==> src/rtl/atten_seq_pkg.sv <==
package atten_seq_pkg;

    // Minimum serial timing in nanoseconds
    localparam int T_HALF_NS = 50;
    localparam int T_LESU_NS = 10;
    localparam int T_LEPW_NS = 30;
    localparam int T_GAP_NS  = 630;

    typedef enum logic [2:0] {
        ST_IDLE,
        ST_LO,
        ST_HI,
        ST_SETUP,
        ST_PULSE,
        ST_GAP
    } seq_state_e;

    // Round a time up to whole system cycles, never below one
    function automatic int ns_to_cycles(input int ns, input int mhz);
        int c;
        c = (ns * mhz + 999) / 1000;
        return (c < 1) ? 1 : c;
    endfunction

endpackage

==> src/rtl/atten_code_map.sv <==
module atten_code_map #(
    parameter int STEP_W    = 7,
    parameter int CODE_BITS = 6
) (
    input  logic [STEP_W-1:0]    steps_i,
    output logic [CODE_BITS-1:0] code_o
);
    localparam int MAX_STEPS = (1 << CODE_BITS) - 1;

    logic [CODE_BITS-1:0] sat_steps;

    always_comb begin
        if (steps_i > STEP_W'(MAX_STEPS)) begin
            sat_steps = CODE_BITS'(MAX_STEPS);
        end else begin
            sat_steps = steps_i[CODE_BITS-1:0];
        end
        // Active-low code: all ones minus the steps equals the complement
        code_o = ~sat_steps;
    end
endmodule

==> src/rtl/atten_cycle_timer.sv <==
module atten_cycle_timer #(
    parameter int W = 8
) (
    input  logic         clk_i,
    input  logic         rst_ni,
    input  logic         load_i,
    input  logic [W-1:0] len_i,
    output logic         expired_o
);
    logic [W-1:0] cnt_d, cnt_q;

    always_comb begin
        cnt_d = cnt_q;
        if (load_i) begin
            cnt_d = len_i - W'(1);
        end else if (cnt_q != '0) begin
            cnt_d = cnt_q - W'(1);
        end
    end

    always_ff @(posedge clk_i) begin
        if (!rst_ni) begin
            cnt_q <= '0;
        end else begin
            cnt_q <= cnt_d;
        end
    end

    assign expired_o = (cnt_q == '0);

    // an expired count stays expired until reloaded (no wrap)
    a_r4_timer_no_wrap: assert property (@(posedge clk_i) disable iff (!rst_ni)
        (!load_i && expired_o) |=> expired_o);

endmodule

==> src/rtl/atten_wr_seq.sv <==
module atten_wr_seq
    import atten_seq_pkg::*;
#(
    parameter int SYS_CLK_MHZ = 250,
    parameter int CODE_BITS   = 6,
    parameter int STEP_W      = 7
) (
    input  logic              clk_i,
    input  logic              rst_ni,
    input  logic              req_valid_i,
    input  logic [STEP_W-1:0] req_steps_i,
    output logic              req_ready_o,
    output logic              busy_o,
    output logic              done_o,
    output logic              spi_clk_o,
    output logic              spi_data_o,
    output logic              spi_le_o
);
    localparam int HALF_CYC = ns_to_cycles(T_HALF_NS, SYS_CLK_MHZ);
    localparam int LESU_CYC = ns_to_cycles(T_LESU_NS, SYS_CLK_MHZ);
    localparam int LEPW_CYC = ns_to_cycles(T_LEPW_NS, SYS_CLK_MHZ);
    localparam int GAP_CYC  = ns_to_cycles(T_GAP_NS, SYS_CLK_MHZ);
    localparam int TMR_W    = $clog2(GAP_CYC + 1);
    localparam int BIT_W    = $clog2(CODE_BITS);

    typedef struct packed {
        seq_state_e           st;
        logic [CODE_BITS-1:0] shreg;
        logic [BIT_W-1:0]     bitn;
        logic                 sclk;
        logic                 sdata;
        logic                 le;
        logic                 done;
    } seq_regs_t;

    seq_regs_t            r_d, r_q;
    logic [CODE_BITS-1:0] code;
    logic                 accept;
    logic                 tmr_load;
    logic [TMR_W-1:0]     tmr_len;
    logic                 tmr_expired;

    atten_code_map #(
        .STEP_W    (STEP_W),
        .CODE_BITS (CODE_BITS)
    ) code_map_i (
        .steps_i (req_steps_i),
        .code_o  (code)
    );

    atten_cycle_timer #(
        .W (TMR_W)
    ) timer_i (
        .clk_i     (clk_i),
        .rst_ni    (rst_ni),
        .load_i    (tmr_load),
        .len_i     (tmr_len),
        .expired_o (tmr_expired)
    );

    assign accept = req_valid_i && (r_q.st == ST_IDLE);

    always_comb begin
        r_d      = r_q;
        r_d.done = 1'b0;
        tmr_load = 1'b0;
        tmr_len  = TMR_W'(HALF_CYC);
        unique case (r_q.st)
            ST_IDLE: begin
                if (accept) begin
                    r_d.st    = ST_LO;
                    r_d.shreg = code;
                    r_d.sdata = code[CODE_BITS-1];
                    r_d.bitn  = BIT_W'(CODE_BITS - 1);
                    tmr_load  = 1'b1;
                end
            end
            ST_LO: begin
                if (tmr_expired) begin
                    r_d.st   = ST_HI;
                    r_d.sclk = 1'b1;
                    tmr_load = 1'b1;
                end
            end
            ST_HI: begin
                if (tmr_expired) begin
                    r_d.sclk = 1'b0;
                    tmr_load = 1'b1;
                    if (r_q.bitn == '0) begin
                        r_d.st    = ST_SETUP;
                        r_d.sdata = 1'b0;
                        tmr_len   = TMR_W'(LESU_CYC);
                    end else begin
                        r_d.st    = ST_LO;
                        r_d.bitn  = r_q.bitn - BIT_W'(1);
                        r_d.shreg = {r_q.shreg[CODE_BITS-2:0], 1'b0};
                        r_d.sdata = r_q.shreg[CODE_BITS-2];
                    end
                end
            end
            ST_SETUP: begin
                if (tmr_expired) begin
                    r_d.st   = ST_PULSE;
                    r_d.le   = 1'b1;
                    tmr_load = 1'b1;
                    tmr_len  = TMR_W'(LEPW_CYC);
                end
            end
            ST_PULSE: begin
                if (tmr_expired) begin
                    r_d.st   = ST_GAP;
                    r_d.le   = 1'b0;
                    r_d.done = 1'b1;
                    tmr_load = 1'b1;
                    tmr_len  = TMR_W'(GAP_CYC);
                end
            end
            ST_GAP: begin
                if (tmr_expired) begin
                    r_d.st = ST_IDLE;
                end
            end
            default: r_d.st = ST_IDLE;
        endcase
    end

    always_ff @(posedge clk_i) begin
        if (!rst_ni) begin
            r_q <= '{st: ST_IDLE, shreg: '0, bitn: '0, sclk: 1'b0,
                     sdata: 1'b0, le: 1'b0, done: 1'b0};
        end else begin
            r_q <= r_d;
        end
    end

    assign req_ready_o = (r_q.st == ST_IDLE);
    assign busy_o      = !req_ready_o;
    assign done_o      = r_q.done;
    assign spi_clk_o   = r_q.sclk;
    assign spi_data_o  = r_q.sdata;
    assign spi_le_o    = r_q.le;

    // an accepted request closes the handshake on the next cycle
    a_r1_hold_off: assert property (@(posedge clk_i) disable iff (!rst_ni)
        (req_valid_i && req_ready_o) |=> (!req_ready_o && busy_o));

    // data does not move while the serial clock stays high
    a_r5_data_stable_high: assert property (@(posedge clk_i) disable iff (!rst_ni)
        (spi_clk_o && $past(spi_clk_o)) |-> $stable(spi_data_o));

    // serial clock is low whenever the strobe is high
    a_r6_clk_low_le: assert property (@(posedge clk_i) disable iff (!rst_ni)
        spi_le_o |-> !spi_clk_o);

    // completion pulse marks the strobe's falling edge
    a_r9_done_on_fall: assert property (@(posedge clk_i) disable iff (!rst_ni)
        done_o |-> $fell(spi_le_o));

    // ready cannot return right after the strobe ends
    a_r8_gap_hold: assert property (@(posedge clk_i) disable iff (!rst_ni)
        $fell(spi_le_o) |=> !req_ready_o);

endmodule

==> config.mk <==
export PLATFORM = sky130hd
export DESIGN_NAME = atten_wr_seq
export DESIGN_NICKNAME = d
export VERILOG_FILES = /design/src/rtl/atten_seq_pkg.sv /design/src/rtl/atten_code_map.sv /design/src/rtl/atten_cycle_timer.sv /design/src/rtl/atten_wr_seq.sv
export SDC_FILE = /design/constraint.sdc
export NUM_CORES = 1
export LEC_CHECK = 0
export BUFFER_PORTS_ARGS = -buffer_cell sky130_fd_sc_hd__buf_2
export CAP_MARGIN = 15
export CELL_PAD_IN_SITES_DETAIL_PLACEMENT = 1
export CELL_PAD_IN_SITES_GLOBAL_PLACEMENT = 1
export CORE_MARGIN = 2
export CORE_UTILIZATION = 40
export CTS_BUF_LIST = sky130_fd_sc_hd__clkbuf_4 sky130_fd_sc_hd__clkbuf_8 sky130_fd_sc_hd__clkbuf_16
export CTS_CLUSTER_DIAMETER = 100
export DETAILED_ROUTE_END_ITERATION = 6
export GPL_ROUTABILITY_DRIVEN = 0
export PLACE_DENSITY_LB_ADDON = 0.3
export SLEW_MARGIN = 0
export SYNTH_ARGS = -nofsm -noshare
export SYNTH_HDL_FRONTEND = slang
export SYNTH_HIERARCHICAL = 1
export SYNTH_SLANG_ARGS = --single-unit
export TNS_END_PERCENT = 50
==> constraint.sdc <==
create_clock -name clk_i -period 8 [get_ports clk_i]
set_clock_uncertainty 0.2 [all_clocks]
set_input_delay 0.8 -clock clk_i [delete_from_list [all_inputs] [get_ports clk_i]]
set_output_delay 0.8 -clock clk_i [all_outputs]
set_load 0.1 [all_outputs]
After elaboration in Yosys (flattened, before gate mapping)
Index checks and enable logic that the tools add are counted.
Operators by class
  $lt $le $gt $ge: 1
  equal/unequal tests: 12
  bitwise logic cells: 1
  reductions and logical operators: 17
  multiplexer cells: 28
  $add $sub $neg: 3
Operator list (number)
  $mux 8: 3
  $pmux 8 s3: 1
  $pmux 3 s6: 1
  $pmux 8 s2: 1
  $sub 8x1->8 const B: 2
  $mux 3: 5
  $mux 14: 1
  $mux 12: 1
  $ne 2x1->1 const B: 6
  $mux 9: 1
  $reduce_and 3->1: 3
  $logic_not 8->1: 1
  $mux 4: 2
  $pmux 1 s2: 4
  $reduce_bool 2->1: 4
  $reduce_bool 8->1: 1
  $gt 7x6->1 const B: 1
  $eq 3x2->1 const B: 2
  $eq 3x3->1 const B: 2
  $logic_not 3->1: 2
  $mux 6: 1
  $not 6->6: 1
  $reduce_and 6->1: 1
  $mux 1: 5
  other kinds (9): 10
Word-level totals
  flip-flop bits (word level): 23
  output and inout port bits: 6
  logic and storage cells: 70
  input port bits: 10

Depth between registers and ports, before layout
  depth in word-level cells: 6
  gate-level depth with buffers: 13
  gate-level depth less buffers: 10

Modules after synthesis
Netlist, hierarchy kept.
By module, submodules not included
  atten_wr_seq: area each 950.9 um2, instances 1, cells an instance 112, seq. area each 300.3 um2
  atten_cycle_timer: area each 496.7 um2, instances 1, cells an instance 54, seq. area each 160.2 um2
  atten_code_map: area each 22.5 um2, instances 1, cells an instance 6, seq. area each 0.0 um2

Least setup slack after synthesis
Ideal clock, no wire load.
  kind: register -> output
  start point: register r_q[15] in the netlist's numbering
  end point: output port req_ready_o
  arrival time: 2.093 ns
  slack: 4.907 ns
  cell stages (with the launch flop): 5
  data required time: 7.000 ns
  buffers on the path: 1
  cells stage by stage: dfxtp_1 > buf_2 > nor2_4 > nand2_1 > inv_1
On the way
  cells in the longest elaborated chain, start to end: 1
RTL lines
  start, declared: RTL line atten_wr_seq.sv:36  | seq_regs_t r_d, r_q;
  start signal, assigned: RTL line atten_wr_seq.sv:129  | r_q <= '{st: ST_IDLE, shreg: '0, bitn: '0, sclk: 1'b0,
  start signal, assigned: RTL line atten_wr_seq.sv:132  | r_q <= r_d;
  $logic_not 3->1: RTL line atten_wr_seq.sv:136  | assign req_ready_o = (r_q.st == ST_IDLE);
  end, declared: RTL line atten_wr_seq.sv:12  | output logic req_ready_o,
No other way between the ends.

Worst setup path after layout
  start point: register timer_i.cnt_q[3]
  end point: register timer_i.cnt_q[7]
On the way
  elaborated cells on any way between the ends: 13
  those cells by class: 2 x add/sub; 8 x mux; 3 x reduce/logical
RTL lines
  start, declared: RTL line atten_cycle_timer.sv:10  | logic [W-1:0] cnt_d, cnt_q;
  start signal, assigned: RTL line atten_cycle_timer.sv:25  | cnt_q <= cnt_d;
  $logic_not 8->1 (*): RTL line atten_cycle_timer.sv:29  | assign expired_o = (cnt_q == '0);
  net tmr_expired: RTL line atten_wr_seq.sv:41  | logic tmr_expired;
  $mux 1 (*)
  $pmux 1 s2 (*): RTL line atten_wr_seq.sv:68  | unique case (r_q.st)
  net tmr_load: RTL line atten_wr_seq.sv:39  | logic tmr_load;
  $mux 8 or $reduce_bool 2->1 (tied branches)
The timed path passes the listed nets; every way through them passes the cells marked *. The select of a mux whose other input is x is not followed.
A chain may end at the register's enable or synchronous reset.

==> results.ini <==
[setup_path]
cpPeakStageDelay_ps=520
cpLargestDelayFamily=simple AND/OR/NAND/NOR gates
path_cells=nor4_1 -> nand2_1 -> inv_1 -> nand3_1 -> o21ai_1 -> buf_4 -> or4b_1 -> a222oi_1 -> xor2_1 -> nor2_1
cp.arrival_ps=3210
worst-path-buf-inv=2
worstSetupPathType=flop to flop
critPathLaunch=timer_i/cnt_q[3]
critPathLaunchType=flop
worstReg2RegStart=timer_i/cnt_q[3]
crit_fanout=20
crit_required_ps=7950
cpMaxStageDelayCell=or4b_1
cp-end-kind=flop

[die]
dieArea_um2=4180
initial_utilization=0.408
dieWidth_um=64.6
core_um2=3610
core.rowCount=22
io_pins=16
die_y_um=64.6

[drt]
routed-via-count=1266
detail_route.vias_per_cell=5.43
drc_errors=0
ant_nets=0
wirelength_mm=3.44
drt_iter0_markers=52
wl_per_cell_um=14.8
dr.pass1.iters=4

[run]
max_cap_violations=0

[clocking]
cts_sinks=23
cts_buffers=3
postCtsSetupBuffers=0
cts-root-buf=clkbuf_8
cts_tree=built
ctsResizeCount=0
htree_levels=1
clock_path_buffers=2
clkLatencyLatePin_ps=270
postCtsHoldBufs=0
clk_pin_slew_ps=90

[grt]
grt_pass1_wl_mm=6.10
grt_usage=0.187
grt_antenna_before_repair=0
grt_pass1_vias=1358
grt_start_max_net_pins=21
overflow=0

[layout]
nNetsFinal=199
final_core_utilization=0.446
layout-drive-gt1-share=0.157
diodes=0
area_delta_synth_final_pct=9.28
stdcell_area_um2=1610
fill_cells=467

[status]
outcome=complete, no violations

[yosys]
synth_area_um2=1470
netlist_instances=172
yosysSeqAreaShare=0.313
synth_edf_count=0
ys_async_sr_fraction=0
synthFlopType=dfxtp_1
syn_area_per_cell_um2=8.55
ys_ff_latch=23
ys_types=46
yosys_warnings=6

[place]
hpwl_mm=2.57
io_buffers=15
placed_area_um2=1560

[power]
total_leakage_power_nw=0.641
p_per_area_nw_per_um2=372
power.total_w=0.000598
ir_drop_mv=0.180

[hold_path]
min_path_type=flop to flop
hp-start=r_q[7]

[sta]
drv_slew=0
relSlewSlack=0.579
rsz0062_at_grt=false
hold_viol_final=0
finalSetupTns_ps=0
timing.hold.ws_ps=271
setup_viol=0
post-route-period-util=0.407
worst_pin_slew_ps=630
fmax_mhz=307
fin_crit_ps=3260

## registers in the layout, indices dropped and copies added, names as in the netlist
name and count:
spi_le_o 1, done_o 1, timer_i/cnt_q 8, spi_clk_o 1, r_q 11, spi_data_o 1
## area by class of cell
type / count / area (µm²) / area share
clock buffer: 3 / 41.3 / 0.0257
clock inverter: 1 / 5.00 / 0.00312
inverter: 8 / 30.0 / 0.0187
multi-input combinational: 134 / 927 / 0.577
sequential: 23 / 460 / 0.287
tap: 48 / 60.1 / 0.0374
timing repair buffer: 16 / 82.6 / 0.0514
## worst register-to-register path, cell delays in order, from the launching register on
cell and delay (ps):
dfxtp_1 340, nor4_1 310, nand2_1 160, inv_1 350
nand3_1 210, o21ai_1 150, buf_4 280, or4b_1 530
a222oi_1 380, xor2_1 180, nor2_1 50
## cells in the final DEF, fill, tap and decap left out, drive strengths merged, types with 2 or more instances in the layout
cell | Yosys | routed
a31oi | 5 | 5
nor4 | 2 | 2
clkinv | 1 | 2
o21ai | 6 | 6
nor3b | 3 | 3
nand3b | 5 | 5
dfxtp | 23 | 23
buf | 6 | 16
nor3 | 7 | 7
clkbuf | 5 | 3
a211oi | 5 | 5
mux2i | 15 | 15
nand2 | 11 | 11
a21oi | 7 | 7
o21a | 2 | 2
or3 | 3 | 3
nor2 | 19 | 19
xnor2 | 3 | 3
or3b | 3 | 3
nand2b | 4 | 4
and2 | 2 | 2
o221a | 2 | 2
nand3 | 4 | 4
xor2 | 2 | 2
inv | 7 | 7
nor2b | 3 | 3
conb | 1 | 5
ha | 3 | 3
## layer usage
layer / global-route usage / part of all wire / routed length, µm
met1: 0.223 / 0.46 / 1570
met5: 0 / 0 / 0
met4: 0.0878 / 0.017 / 59
met2: 0.329 / 0.50 / 1730
met3: 0.0260 / 0.024 / 81
## logic make-up (layout without fill, tap and decap cells)
logic type / count (synthesis) / in the layout / share of synthesized area
compound gates: 36 / 36 / 0.183
xor+xnor: 5 / 5 / 0.0298
fa+ha+maj: 3 / 3 / 0.0255
buf+inv: 19 / 28 / 0.0664
flops: 23 / 23 / 0.313
mux: 16 / 16 / 0.112
other cells: 1 / 5 / 0.00255
simple gates: 69 / 69 / 0.267
## per-stage QoR
| stage | instances | setup WS, ps |
|---|---|---|
| floorplan | 176 | 4910 |
| global placement | 229 | 4920 |
| detailed placement | 229 | 4770 |
| CTS | 233 | 4760 |
| global route | 233 | 4410 |
| finish | 233 | 4740 |
## cells in the mapped netlist (2+ instances only)
cell | count | area share
nor4_1 | 2 | 0.0085
o221a_1 | 2 | 0.015
a211oi_2 | 4 | 0.034
nand2b_1 | 4 | 0.017
mux2i_1 | 15 | 0.10
clkbuf_1 | 5 | 0.013
o21ai_0 | 5 | 0.017
ha_1 | 3 | 0.026
buf_2 | 3 | 0.010
nor2b_1 | 3 | 0.013
nor3_1 | 7 | 0.024
and2_1 | 2 | 0.0085
nand3_1 | 4 | 0.014
inv_1 | 7 | 0.018
buf_6 | 3 | 0.023
o21a_1 | 2 | 0.010
nor2_1 | 18 | 0.046
xnor2_1 | 3 | 0.018
xor2_1 | 2 | 0.012
or3_1 | 3 | 0.013
nand3b_1 | 5 | 0.026
a21oi_1 | 7 | 0.024
dfxtp_1 | 23 | 0.31
nand2_1 | 11 | 0.028
or3b_1 | 3 | 0.018
a31oi_1 | 5 | 0.021
nor3b_1 | 2 | 0.010
## report_power, final
group	internal (W)	total (W)	switching, W
Clock	0.0000349	0.0000761	0.0000411
Sequential	0.000147	0.000181	0.0000343
Combinational	0.000125	0.000341	0.000216
## path summary, 6_finish.rpt
path                                         end  slack [ps]  cells past startpoint
worst min-delay path                      r_q[7]         270                      2
worst max-delay path            timer_i/cnt_q[7]        4740                     10
worst max register to register  timer_i/cnt_q[7]        4740                     10
worst min register to register            r_q[7]         270                      2
Power figures use the tool's default switching activity.
